File: src/rtl/mdio_bridge_pkg.sv
package mdio_bridge_pkg;

  typedef enum logic [2:0] {
    ST_IDLE,
    ST_PAGE_GO,
    ST_PAGE_WAIT,
    ST_SETTLE,
    ST_FIRST_GO,
    ST_FIRST_WAIT,
    ST_SECOND_GO,
    ST_SECOND_WAIT
  } step_t;

  typedef enum logic [1:0] {
    SEL_PAGE,
    SEL_FIRST,
    SEL_SECOND
  } cmdSel_t;

  // strobes from the sequencer to the datapath
  typedef struct packed {
    logic    capture;     // latch the local request
    logic    startCmd;    // pulse cmdStart
    cmdSel_t sel;         // which command the datapath presents
    logic    latchFirst;  // keep first read half
    logic    finish;      // last command done: acknowledge
  } ctrlStrobes_t;

endpackage

File: src/rtl/mdio_bridge_ctrl.sv
module mdio_bridge_ctrl
  import mdio_bridge_pkg::*;
#(
  parameter int SETTLE_CYCLES = 50000
) (
  input  logic         clk,
  input  logic         rstN,
  input  logic         reqValid,
  input  logic         cmdDone,
  output ctrlStrobes_t strb
);

  localparam int CNT_W = (SETTLE_CYCLES < 2) ? 1 : $clog2(SETTLE_CYCLES + 1);
  localparam logic [CNT_W-1:0] CNT_LAST = CNT_W'(SETTLE_CYCLES - 1);

  step_t state, stateNext;
  logic [CNT_W-1:0] settleCnt;
  logic settleDone;

  assign settleDone = (settleCnt == CNT_LAST);

  always_comb begin
    stateNext       = state;
    strb            = '0;
    strb.sel        = SEL_PAGE;
    case (state)
      ST_IDLE: begin
        if (reqValid) begin
          strb.capture = 1'b1;
          stateNext    = ST_PAGE_GO;
        end
      end
      ST_PAGE_GO: begin
        strb.startCmd = 1'b1;
        stateNext     = ST_PAGE_WAIT;
      end
      ST_PAGE_WAIT: begin
        if (cmdDone) stateNext = ST_SETTLE;
      end
      ST_SETTLE: begin
        strb.sel = SEL_FIRST;
        if (settleDone) stateNext = ST_FIRST_GO;
      end
      ST_FIRST_GO: begin
        strb.sel      = SEL_FIRST;
        strb.startCmd = 1'b1;
        stateNext     = ST_FIRST_WAIT;
      end
      ST_FIRST_WAIT: begin
        strb.sel = SEL_FIRST;
        if (cmdDone) begin
          strb.latchFirst = 1'b1;
          stateNext       = ST_SECOND_GO;
        end
      end
      ST_SECOND_GO: begin
        strb.sel      = SEL_SECOND;
        strb.startCmd = 1'b1;
        stateNext     = ST_SECOND_WAIT;
      end
      ST_SECOND_WAIT: begin
        strb.sel = SEL_SECOND;
        if (cmdDone) begin
          strb.finish = 1'b1;
          stateNext   = ST_IDLE;
        end
      end
      default: stateNext = ST_IDLE;
    endcase
  end

  always_ff @(posedge clk) begin
    if (!rstN) begin
      state     <= ST_IDLE;
      settleCnt <= '0;
    end else begin
      state <= stateNext;
      if (state == ST_SETTLE) settleCnt <= settleCnt + 1'b1;
      else                    settleCnt <= '0;
    end
  end

endmodule

File: src/rtl/mdio_bridge_dp.sv
module mdio_bridge_dp
  import mdio_bridge_pkg::*;
#(
  parameter int           PAGE_W        = 9,
  parameter int           PHYSEL_W      = 3,
  parameter int           REGF_W        = 4,
  parameter int           DATA_W        = 32,
  parameter int           PHY_W         = 5,
  parameter logic [4:0]   PAGE_PHY      = 5'h18,
  parameter logic [4:0]   DATA_PHY_BASE = 5'h10,
  localparam int          WADDR_W       = PAGE_W + PHYSEL_W + REGF_W,
  localparam int          HALF_W        = DATA_W / 2,
  localparam int          REG_W         = REGF_W + 1
) (
  input  logic                clk,
  input  logic                rstN,
  input  ctrlStrobes_t        strb,
  input  logic                reqWrite,
  input  logic [WADDR_W-1:0]  reqWordAddr,
  input  logic [DATA_W-1:0]   reqWdata,
  input  logic [HALF_W-1:0]   cmdRdata,
  output logic                cmdWrite,
  output logic [PHY_W-1:0]    cmdPhy,
  output logic [REG_W-1:0]    cmdReg,
  output logic [HALF_W-1:0]   cmdWdata,
  output logic                reqAck,
  output logic [DATA_W-1:0]   rspRdata,
  output logic                rspErr
);

  logic                isWrite;
  logic [PAGE_W-1:0]   pageNum;
  logic [PHYSEL_W-1:0] phySel;
  logic [REG_W-1:0]    regLow;
  logic [REG_W-1:0]    regHigh;
  logic [DATA_W-1:0]   wrData;
  logic [HALF_W-1:0]   firstHalf;
  logic [PHY_W-1:0]    dataPhy;

  // low register number is always even, so OR-ing in bit 0 gives +1
  assign regHigh = regLow | REG_W'(1);
  assign dataPhy = PHY_W'(DATA_PHY_BASE) | PHY_W'(phySel);

  always_ff @(posedge clk) begin
    if (!rstN) begin
      isWrite <= 1'b0;
      pageNum <= '0;
      phySel  <= '0;
      regLow  <= '0;
      wrData  <= '0;
    end else if (strb.capture) begin
      isWrite <= reqWrite;
      pageNum <= reqWordAddr[WADDR_W-1 -: PAGE_W];
      phySel  <= reqWordAddr[REGF_W +: PHYSEL_W];
      regLow  <= {reqWordAddr[REGF_W-1:0], 1'b0};
      wrData  <= reqWdata;
    end
  end

  always_comb begin
    case (strb.sel)
      SEL_FIRST: begin
        cmdWrite = isWrite;
        cmdPhy   = dataPhy;
        cmdReg   = isWrite ? regHigh : regLow;
        cmdWdata = wrData[DATA_W-1 -: HALF_W];
      end
      SEL_SECOND: begin
        cmdWrite = isWrite;
        cmdPhy   = dataPhy;
        cmdReg   = isWrite ? regLow : regHigh;
        cmdWdata = wrData[HALF_W-1:0];
      end
      default: begin
        cmdWrite = 1'b1;
        cmdPhy   = PHY_W'(PAGE_PHY);
        cmdReg   = '0;
        cmdWdata = HALF_W'(pageNum);
      end
    endcase
  end

  always_ff @(posedge clk) begin
    if (!rstN) begin
      firstHalf <= '0;
      reqAck    <= 1'b0;
      rspRdata  <= '0;
      rspErr    <= 1'b0;
    end else begin
      reqAck <= strb.finish;
      if (strb.latchFirst) firstHalf <= cmdRdata;
      if (strb.finish) begin
        if (isWrite) begin
          rspErr <= 1'b0;
        end else begin
          rspRdata <= {cmdRdata, firstHalf};
          rspErr   <= (&firstHalf) && (&cmdRdata);
        end
      end
    end
  end

endmodule

File: src/rtl/paged_mdio_bridge.sv
module paged_mdio_bridge
  import mdio_bridge_pkg::*;
#(
  parameter int         SETTLE_CYCLES = 50000,
  parameter int         PAGE_W        = 9,
  parameter int         PHYSEL_W      = 3,
  parameter int         REGF_W        = 4,
  parameter int         DATA_W        = 32,
  parameter int         PHY_W         = 5,
  parameter logic [4:0] PAGE_PHY      = 5'h18,
  parameter logic [4:0] DATA_PHY_BASE = 5'h10,
  localparam int        WADDR_W       = PAGE_W + PHYSEL_W + REGF_W,
  localparam int        HALF_W        = DATA_W / 2,
  localparam int        REG_W         = REGF_W + 1
) (
  input  logic               clk,
  input  logic               rstN,
  input  logic               reqValid,
  input  logic               reqWrite,
  input  logic [WADDR_W-1:0] reqWordAddr,
  input  logic [DATA_W-1:0]  reqWdata,
  output logic               reqAck,
  output logic [DATA_W-1:0]  rspRdata,
  output logic               rspErr,
  output logic               cmdStart,
  output logic               cmdWrite,
  output logic [PHY_W-1:0]   cmdPhy,
  output logic [REG_W-1:0]   cmdReg,
  output logic [HALF_W-1:0]  cmdWdata,
  input  logic               cmdDone,
  input  logic [HALF_W-1:0]  cmdRdata
);

  ctrlStrobes_t strb;

  mdio_bridge_ctrl #(
    .SETTLE_CYCLES(SETTLE_CYCLES)
  ) uCtrl (
    .clk     (clk),
    .rstN    (rstN),
    .reqValid(reqValid),
    .cmdDone (cmdDone),
    .strb    (strb)
  );

  mdio_bridge_dp #(
    .PAGE_W       (PAGE_W),
    .PHYSEL_W     (PHYSEL_W),
    .REGF_W       (REGF_W),
    .DATA_W       (DATA_W),
    .PHY_W        (PHY_W),
    .PAGE_PHY     (PAGE_PHY),
    .DATA_PHY_BASE(DATA_PHY_BASE)
  ) uDp (
    .clk        (clk),
    .rstN       (rstN),
    .strb       (strb),
    .reqWrite   (reqWrite),
    .reqWordAddr(reqWordAddr),
    .reqWdata   (reqWdata),
    .cmdRdata   (cmdRdata),
    .cmdWrite   (cmdWrite),
    .cmdPhy     (cmdPhy),
    .cmdReg     (cmdReg),
    .cmdWdata   (cmdWdata),
    .reqAck     (reqAck),
    .rspRdata   (rspRdata),
    .rspErr     (rspErr)
  );

  assign cmdStart = strb.startCmd;

endmodule

File: config.mk
export PLATFORM = sky130hd
export DESIGN_NAME = paged_mdio_bridge
export DESIGN_NICKNAME = d
export VERILOG_FILES = /design/src/rtl/mdio_bridge_pkg.sv /design/src/rtl/mdio_bridge_ctrl.sv /design/src/rtl/mdio_bridge_dp.sv /design/src/rtl/paged_mdio_bridge.sv
export SDC_FILE = /design/constraint.sdc
export NUM_CORES = 1
export LEC_CHECK = 0
export ABC_CLOCK_PERIOD_IN_PS = 6300
export BUFFER_PORTS_ARGS = -buffer_cell sky130_fd_sc_hd__buf_2
export CAP_MARGIN = 20
export CORE_MARGIN = 10
export CORE_UTILIZATION = 35
export DETAILED_ROUTE_END_ITERATION = 12
export MAX_ROUTING_LAYER = met4
export SYNTH_ARGS = -nofsm -noshare
export SYNTH_HDL_FRONTEND = slang
export SYNTH_HIERARCHICAL = 1
export SYNTH_SLANG_ARGS = --single-unit
File: constraint.sdc
create_clock -name clk -period 6.3 [get_ports clk]
set_input_delay 1.575 -clock clk [delete_from_list [all_inputs] [get_ports clk]]
set_output_delay 1.575 -clock clk [all_outputs]
set_load 0.1 [all_outputs]
==> reports/metrics.yaml, run 1 <==
wl_met1_um: 6270
wl_met3_um: 705
vias: 4046
die_y_um: 140
hold_viol: 0
yosys_warnings: 6
antenna_left: 0
grt_pass1_wl_um: 21200
setup_viol: 0
place_inst: 819
diodes: 0
finClkSkew_ns: 0.00811
area_growth_syn_to_layout_pct: 27.5
rsz0062_at_grt: "no"
top_layer_used: "met4"
io_pins: 131
max_freq_mhz: 224
final_common_cell: "buf_2"
post-cts-setup-buffers: 0
gp_congestion: 0.787
switchingPower_w: 0.000503
synth_top_area_share_pct: 46.8
layout_common_cells: "129 x buf_2, 118 x dfxtp_1, 81 x nand2_1"
cp_cell_sequence: "nand2_1, mux2i_1, inv_1, ha_1, nor2_1, and2_1, buf_2"
clk_path_buf_depth: 2
grt_overflow: 0
final_util_pct: 46.0
cts_root_buf: "clkbuf_16"
status: "finished clean"
coreArea_mm2: 0.0140
setup_tns_ns: 0
drt_pass1_iterations: 4
fin_crit_ns: 4.47
drc: 0
hpwl_um: 9180
cts_buffers: 17
power.density_mw_per_mm2: 329
row_count: 43
die_w_um: 140
cp.arrival_ns: 2.89
timing.max_cap.violations: 0
clkPwrFrac_pct: 51.4
max_stage_delay_ns: 0.86
antenna_found_initial: 0
dp_slack_ns: 2.23
finalCritPeriodShare_pct: 70.9
route.met2.wl_um: 5770
drv_slew: 0
grt_max_degree: 105
cts.clk_slew.worst_paths_ns: 0.06
cp-end-kind: "output port"
intPower_w: 0.00161
slowest_stage: "ha_1"
drive_above_1_share_pct: 25.4
port_buffers: 129
synth_ff_type: "dfxtp_1"
drt-wirelength-per-cell_um: 15.2
critPathRequiredTime_ns: 4.72
syn_nets: 616
synth_edf_count: 0
h-tree-depth: 4
fin_cells: 852
layout_setup_ws_ns: 1.83
path_class: "flip-flop to output port"
post_cts_resized: 0
leakage_nw: 2.52
syn_inst: 544
synth_seq_cells: 118
setup.worst_path.start_class: "flip-flop"
grt_pass1_vias: 4061
r2r_cells: 6
yosysTopAreaCell: "dfxtp_1"
clock_latency_ns: 0.41
cts_sinks: 118
hp-class: "flip-flop to flip-flop"
ys_types: 34
cts_tree: "yes"
die-area_mm2: 0.0196
viasPerCell: 4.75
relSlewSlack_pct: 41.5
fillers: 1353
p_seq_share_pct: 37.9
combPwrFrac_pct: 10.7
syn_area_mm2: 0.00504
syn_area_per_cell_um2: 9.27
crit_fanout: 31
netlist_top_cells_area: "dfxtp_1 47%, mux2i_1 13%, nor2b_1 8.7%, nand2_1 6.0%, a21boi_1 4.5%"
start_util_pct: 36.1
cts_hold_buf: 0
tightest_slew_ns: 0.877
seq_area_frac_synth_pct: 46.8
drt_iter0_drc: 278
gr-usage-all-layers_pct: 13.5
ir_drop_uv: 189
nets: 731
hold_depth: 2
power.share.switching_pct: 23.8
routed_wirelength_um: 12900
synthArstFlopShare_pct: 0
-- metal layers --
layer  global-route usage [%]  vias up
li1                         -     2060
met1                     17.0     1859
met2                     19.5      112
met3                     4.77       15
met4                     5.16        0
met5                        -        -
-- cell families (layout without fill, tap and decap cells) --
kind of cell    Yosys count  count (layout)  synth area share [%]
mux                      68              68                  13.5
flops                   118             118                  46.8
compound gates           70              70                  9.55
fa+ha+maj                 3               3                 0.744
xor+xnor                 12              12                  2.08
simple gates            227             227                  22.5
other cells               1               1                0.0744
buf+inv                  45             173                  4.71
-- worst paths after layout --
path,start,to,slack (ns)
worst max-delay path,uCtrl/state[1]$_SDFFE_PN0P_,cmdReg[1],1.83
worst min-delay path,uDp/rspRdata[7]$_SDFFE_PN0P_,uDp/rspRdata[7]$_SDFFE_PN0P_,0.45
worst max register to register,uCtrl/state[1]$_SDFFE_PN0P_,uDp/rspErr$_SDFFE_PN0P_,4.37
worst min register to register,uDp/rspRdata[7]$_SDFFE_PN0P_,uDp/rspRdata[7]$_SDFFE_PN0P_,0.45
-- power groups by stage --
stage / clock network [W] / logic, W / registers [W]
final: 0.00109 / 0.000227 / 0.000802
after global routing: 0.00115 / 0.000246 / 0.000806
after CTS: 0.00111 / 0.000229 / 0.000801
after detailed placement: 0 / 0.000228 / 0.000818
after global placement: 0 / 0.000225 / 0.000816
after floorplan: 0 / 0.000189 / 0.000807
-- per-stage QoR --
stage          cell area [um^2]  hold slack, ns  total power (W)
6_report                   6430           0.448          0.00212
5_1_grt                    6430           0.464          0.00220
4_1_cts                    6420           0.451          0.00214
3_3_place_gp               5740           0.440          0.00104
2_1_floorplan              5040           0.430         0.000995
3_5_place_dp               5740           0.443          0.00105
-- worst max-delay path: cells and delay by family (launching register included) --
family                   cells  cell delay (ns)
multiplexers                 1             0.22
adder cells (fa/ha/maj)      1             0.86
buffers and inverters        2             0.35
AND/OR/NAND/NOR              3             0.52
flip-flops                   1             0.54
-- final cells by class --
class,instances,area (um^2),area share (%)
Multi-Input combinational cell,381,2450,38.1
Inverter,7,26.3,0.408
Sequential cell,118,2360,36.7
Tap cell,180,225,3.50
Clock inverter,10,190,2.96
Timing Repair Buffer,134,691,10.7
Clock buffer,22,484,7.53
-- Yosys cell counts (7+ instances only) --
| master | count |
|---|---|
| a21boi_1 | 30 |
| a22oi_1 | 16 |
| buf_2 | 9 |
| buf_4 | 11 |
| clkbuf_1 | 15 |
| dfxtp_1 | 118 |
| inv_1 | 7 |
| mux2i_1 | 66 |
| nand2_1 | 81 |
| nand3_1 | 10 |
| nand4_1 | 11 |
| nor2_1 | 28 |
| nor2b_1 | 70 |
| o21ai_0 | 15 |
| xnor2_1 | 11 |
-- sequential cells by signal, summed over array words and instances, names as in the netlist --
name             flops
uDp/rspRdata        32
uDp/wrData          32
uCtrl/settleCnt     16
uDp/firstHalf       16
uDp/pageNum          9
uDp/regLow           4
uCtrl/state          3
uDp/phySel           3
uDp/isWrite          1
uDp/reqAck           1
uDp/rspErr           1
No activity file was read; power rests on OpenSTA's default activity.
==> run 2, diff against run 1 <==
--- a/config.mk
+++ b/config.mk
@@ -5,7 +5,7 @@
 export SDC_FILE = /design/constraint.sdc
 export NUM_CORES = 1
 export LEC_CHECK = 0
-export ABC_CLOCK_PERIOD_IN_PS = 6300
+export ABC_CLOCK_PERIOD_IN_PS = 4600
 export BUFFER_PORTS_ARGS = -buffer_cell sky130_fd_sc_hd__buf_2
 export CAP_MARGIN = 20
 export CORE_MARGIN = 10
==> constraint.sdc (replaced) <==
create_clock -name clk -period 4.6 [get_ports clk]
set_input_delay 1.15 -clock clk [delete_from_list [all_inputs] [get_ports clk]]
set_output_delay 1.15 -clock clk [all_outputs]
set_load 0.1 [all_outputs]
==> reports/metrics.yaml, run 2 (synthesis results as in run 1) <==
r2r_cells: 4
final_common_cell: "buf_2"
reg_top3: "uDp/rspRdata (32), uDp/wrData (32)"
ir_drop_uv: 276
diodes: 0
routed_wirelength_um: 13100
layout_setup_ws_ns: 0.505
vias: 4081
clock_latency_ns: 0.42
crit_fanout: 31
max_stage_delay_ns: 0.89
cp-startpoint: "uCtrl/state[1]$_SDFFE_PN0P_"
layout_common_cells: "129 x buf_2, 118 x dfxtp_1, 81 x nand2_1"
final_util_pct: 45.5
cts_root_buf: "clkbuf_16"
fin_crit_ns: 4.09
drive_above_1_share_pct: 25.5
hp-class: "flip-flop to flip-flop"
post-cts-setup-buffers: 0
tightest_slew_ns: 1.08
hold_viol: 0
power.density_mw_per_mm2: 435
cp.arrival_ns: 2.94
r2r_start: "uCtrl/state[0]$_SDFFE_PN0P_"
cp_common_cell: "nand2_1"
die-area_mm2: 0.0196
drt_pass1_iterations: 4
finClkSkew_ns: 0.0104
grt_pass1_vias: 4017
start_util_pct: 36.1
cp_cell_sequence: "nand2_1, mux2i_1, inv_1, ha_1, nand2_1, o21ai_0, buf_2"
status: "finished clean"
min_from: "uDp/rspRdata[13]$_SDFFE_PN0P_"
die_y_um: 140
gr-usage-all-layers_pct: 13.5
row_count: 43
drt-wirelength-per-cell_um: 15.4
setup.worst_path.start_class: "flip-flop"
drt_iter0_drc: 187
drv_slew: 0
cts_buffers: 17
area_growth_syn_to_layout_pct: 26.1
dp_slack_ns: 0.917
viasPerCell: 4.80
coreArea_mm2: 0.0140
drc: 0
antenna_found_initial: 0
grt_max_degree: 74
finalCritPeriodShare_pct: 89.0
postLayoutCellArea_mm2: 0.00636
cp-end-kind: "output port"
worst-path-buf-inv: 2
path_class: "flip-flop to output port"
hold-path-endpoint: "uDp/rspRdata[13]$_SDFFE_PN0P_"
grt_overflow: 0
cts.clk_slew.worst_paths_ns: 0.05
r2r_slack_ns: 2.68
cts_sinks: 118
nets: 730
die_w_um: 140
hold_depth: 2
slowest_stage: "ha_1"
cts_tree: "yes"
setup_viol: 0
cts_hold_buf: 0
post_cts_resized: 0
timing.max_cap.violations: 0
rsz0062_at_grt: "no"
hpwl_um: 9380
grt_pass1_wl_um: 21200
io_pins: 131
max_freq_mhz: 244
leakage_nw: 2.48
h-tree-depth: 4
gp_congestion: 0.817
critPathRequiredTime_ns: 3.45
rr_endpoint: "uDp/firstHalf[8]$_SDFFE_PN0P_"
antenna_left: 0
dpl_cell_area_mm2: 0.00574
critical-path-top-delay-family: "adder cells"
relSlewSlack_pct: 27.7
port_buffers: 129
clk_path_buf_depth: 2
## run 2: changes by cell type in the layout (fill, tap and decap cells not counted), sizes merged
cell      before  now
clkinv         3    7
clkbuf        22   20
buf          134  133
bufinv         5    3
inv            9    7
clkinvlp       0    2
## run 2: cell type report
type,instances,area [um^2]
clock inverters,12,151
inverters,7,26.3
multi-input cells,381,2450
well taps,180,225
fillers,1362,7630
repair buffers,133,676
clock buffers,20,467
flip-flops and latches,118,2360
## run 2: stage by stage
step	TNS, ns	power [W]	hold slack [ns]	cells
5_1_grt	0	0.00288	0.474	851
3_3_place_gp	0	0.00143	0.441	819
6_report	0	0.00277	0.453	851
2_1_floorplan	-4.09	0.00136	0.430	544
4_1_cts	0	0.00281	0.455	851
3_5_place_dp	0	0.00143	0.446	819
## run 2: where the power goes
| part | leakage (nW) | switching [W] | internal, W |
|---|---|---|---|
| Clock | 0.302 | 0.000466 | 0.000891 |
| Sequential | 0.958 | 0.0000298 | 0.00107 |
| Combinational | 1.22 | 0.000196 | 0.000117 |
## run 2: how the worst max path moves through the flow
stage / end / slack (ns) / depth (start not counted)
CTS: cmdWdata[7] / 0.45 / 7
floorplan: cmdWdata[5] / -0.58 / 7
detailed placement: cmdWdata[7] / 0.92 / 7
global route: cmdWdata[7] / 0.18 / 7
global placement: cmdReg[2] / 1.06 / 7
finish: cmdWdata[7] / 0.51 / 7
## run 2: worst register-to-register path, stage by stage (launching register included)
cell and delay [ns]:
dfxtp_1 0.45, nand3_1 0.16, nor2_2 0.84, mux2i_1 0.31, nor2b_1 0.07
## run 2: routing by layer
metal	up-vias	track usage (%)	share of wire [%]
met2	102	19.4	44
met5	-	-	0
li1	2055	-	-
met1	1901	17.1	48
met4	0	5.71	1.8
met3	23	4.39	5.6
==> run 3, diff against run 2 <==
--- a/config.mk
+++ b/config.mk
@@ -8,8 +8,8 @@
 export ABC_CLOCK_PERIOD_IN_PS = 4600
 export BUFFER_PORTS_ARGS = -buffer_cell sky130_fd_sc_hd__buf_2
 export CAP_MARGIN = 20
-export CORE_MARGIN = 10
-export CORE_UTILIZATION = 35
+export CORE_MARGIN = 2
+export CORE_UTILIZATION = 40
 export DETAILED_ROUTE_END_ITERATION = 12
 export MAX_ROUTING_LAYER = met4
 export SYNTH_ARGS = -nofsm -noshare
==> reports/metrics.yaml, run 3 (synthesis results as in run 1) <==
status: "finished clean"
r2r_start: "uCtrl/state[0]$_SDFFE_PN0P_"
die-area_mm2: 0.0135
timing.max_cap.violations: 0
leakage_nw: 2.50
grt_overflow: 0
setup_tns_ns: 0
vias: 4092
critPathRequiredTime_ns: 3.45
cp.arrival_ns: 2.89
io_pins: 131
cts_buffers: 17
relSlewSlack_pct: 39.9
cts.clk_slew.worst_paths_ns: 0.05
clock_latency_ns: 0.41
cp-end-kind: "output port"
fillers: 1167
hp-class: "flip-flop to flip-flop"
min_from: "uDp/rspRdata[29]$_SDFFE_PN0P_"
multiInputGateArea_mm2: 0.00245
port_buffers: 129
setup_viol: 0
clk_path_buf_depth: 2
tightest_slew_ns: 0.902
setup.worst_path.start_class: "flip-flop"
rr_endpoint: "uDp/wrData[15]$_SDFFE_PN0P_"
cp-startpoint: "uCtrl/state[1]$_SDFFE_PN0P_"
cts_root_buf: "clkbuf_16"
finalCritPeriodShare_pct: 87.9
layout_common_cells: "129 x buf_2, 118 x dfxtp_1, 81 x nand2_1"
antenna_left: 0
start_util_pct: 40.5
drc: 0
register_area_mm2: 0.00236
dp_slack_ns: 0.988
antenna_found_initial: 1
ir_drop_uv: 212
drt_iter0_drc: 247
cts_tree: "yes"
cts_sinks: 118
gp_congestion: 0.774
hpwl_um: 7860
drive_above_1_share_pct: 25.3
fin_crit_ns: 4.04
post_cts_resized: 0
hold-path-endpoint: "uDp/rspRdata[29]$_SDFFE_PN0P_"
row_count: 41
hold_depth: 2
routed_wirelength_um: 11600
layout_setup_ws_ns: 0.556
grt_pass1_wl_um: 18100
drt_pass1_iterations: 4
coreArea_mm2: 0.0125
hold_viol: 0
r2r_cells: 5
finClkSkew_ns: 0.00787
crit_fanout: 31
drt-wirelength-per-cell_um: 13.7
drv_slew: 0
holdWs_ns: 0.449
area_growth_syn_to_layout_pct: 26.7
post-cts-setup-buffers: 0
max_freq_mhz: 247
gr-usage-all-layers_pct: 18.0
h-tree-depth: 4
rsz0062_at_grt: "no"
cts_hold_buf: 0
grt_pass1_vias: 3714
path_class: "flip-flop to output port"
die_y_um: 116
nets: 731
viasPerCell: 4.84
die_w_um: 116
final_common_cell: "buf_2"
final_util_pct: 51.3
grt_max_degree: 104
r2r_slack_ns: 2.73
reg_top3: "uDp/rspRdata (32), uDp/wrData (32)"
power.density_mw_per_mm2: 441
## run 3: cell type report
class | count | share of cell area [%]
Sequential cell | 118 | 37.0
Antenna cell | 1 | 0.0392
Timing Repair Buffer | 134 | 10.7
Clock buffer | 24 | 7.85
Tap cell | 172 | 3.37
Clock inverter | 8 | 2.23
Multi-Input combinational cell | 381 | 38.4
Inverter | 7 | 0.411
## run 3: metrics by stage
step	instance area, um^2	power (W)	cells
4_1_cts	6380	0.00285	843
5_1_grt	6390	0.00293	845
3_5_place_dp	5730	0.00143	811
3_3_place_gp	5730	0.00142	811
6_report	6390	0.00282	845
2_1_floorplan	5040	0.00136	544
## run 3: worst max-delay path, cell delays in order (launching register included)
cell and delay, ns:
dfxtp_1 0.52, nand2_1 0.12, mux2i_1 0.20, inv_1 0.07, ha_1 0.88, nand2_1 0.12
o21ai_0 0.10, buf_2 0.46
## run 3: worst max-delay path by stage
stage	slack [ns]	cells past startpoint	end
2_1_floorplan	-0.58	7	cmdWdata[5]
3_3_place_gp	1.05	7	cmdReg[3]
3_5_place_dp	0.99	7	cmdReg[4]
4_1_cts	0.54	7	cmdWdata[7]
5_1_grt	0.26	7	cmdWdata[7]
6_report	0.56	7	cmdWdata[7]
## run 3: where the power goes
part,switching (W),internal (W),total [W]
Clock,0.000439,0.000975,0.00141
Sequential,0.0000297,0.00107,0.00110
Combinational,0.000192,0.000117,0.000309
## run 3: per-layer routing
| layer | global-route usage [%] | share of wire, % |
|---|---|---|
| met2 | 26.3 | 44 |
| met5 | - | 0 |
| met4 | 7.94 | 1.6 |
| met1 | 22.7 | 49 |
| met3 | 5.66 | 5.2 |
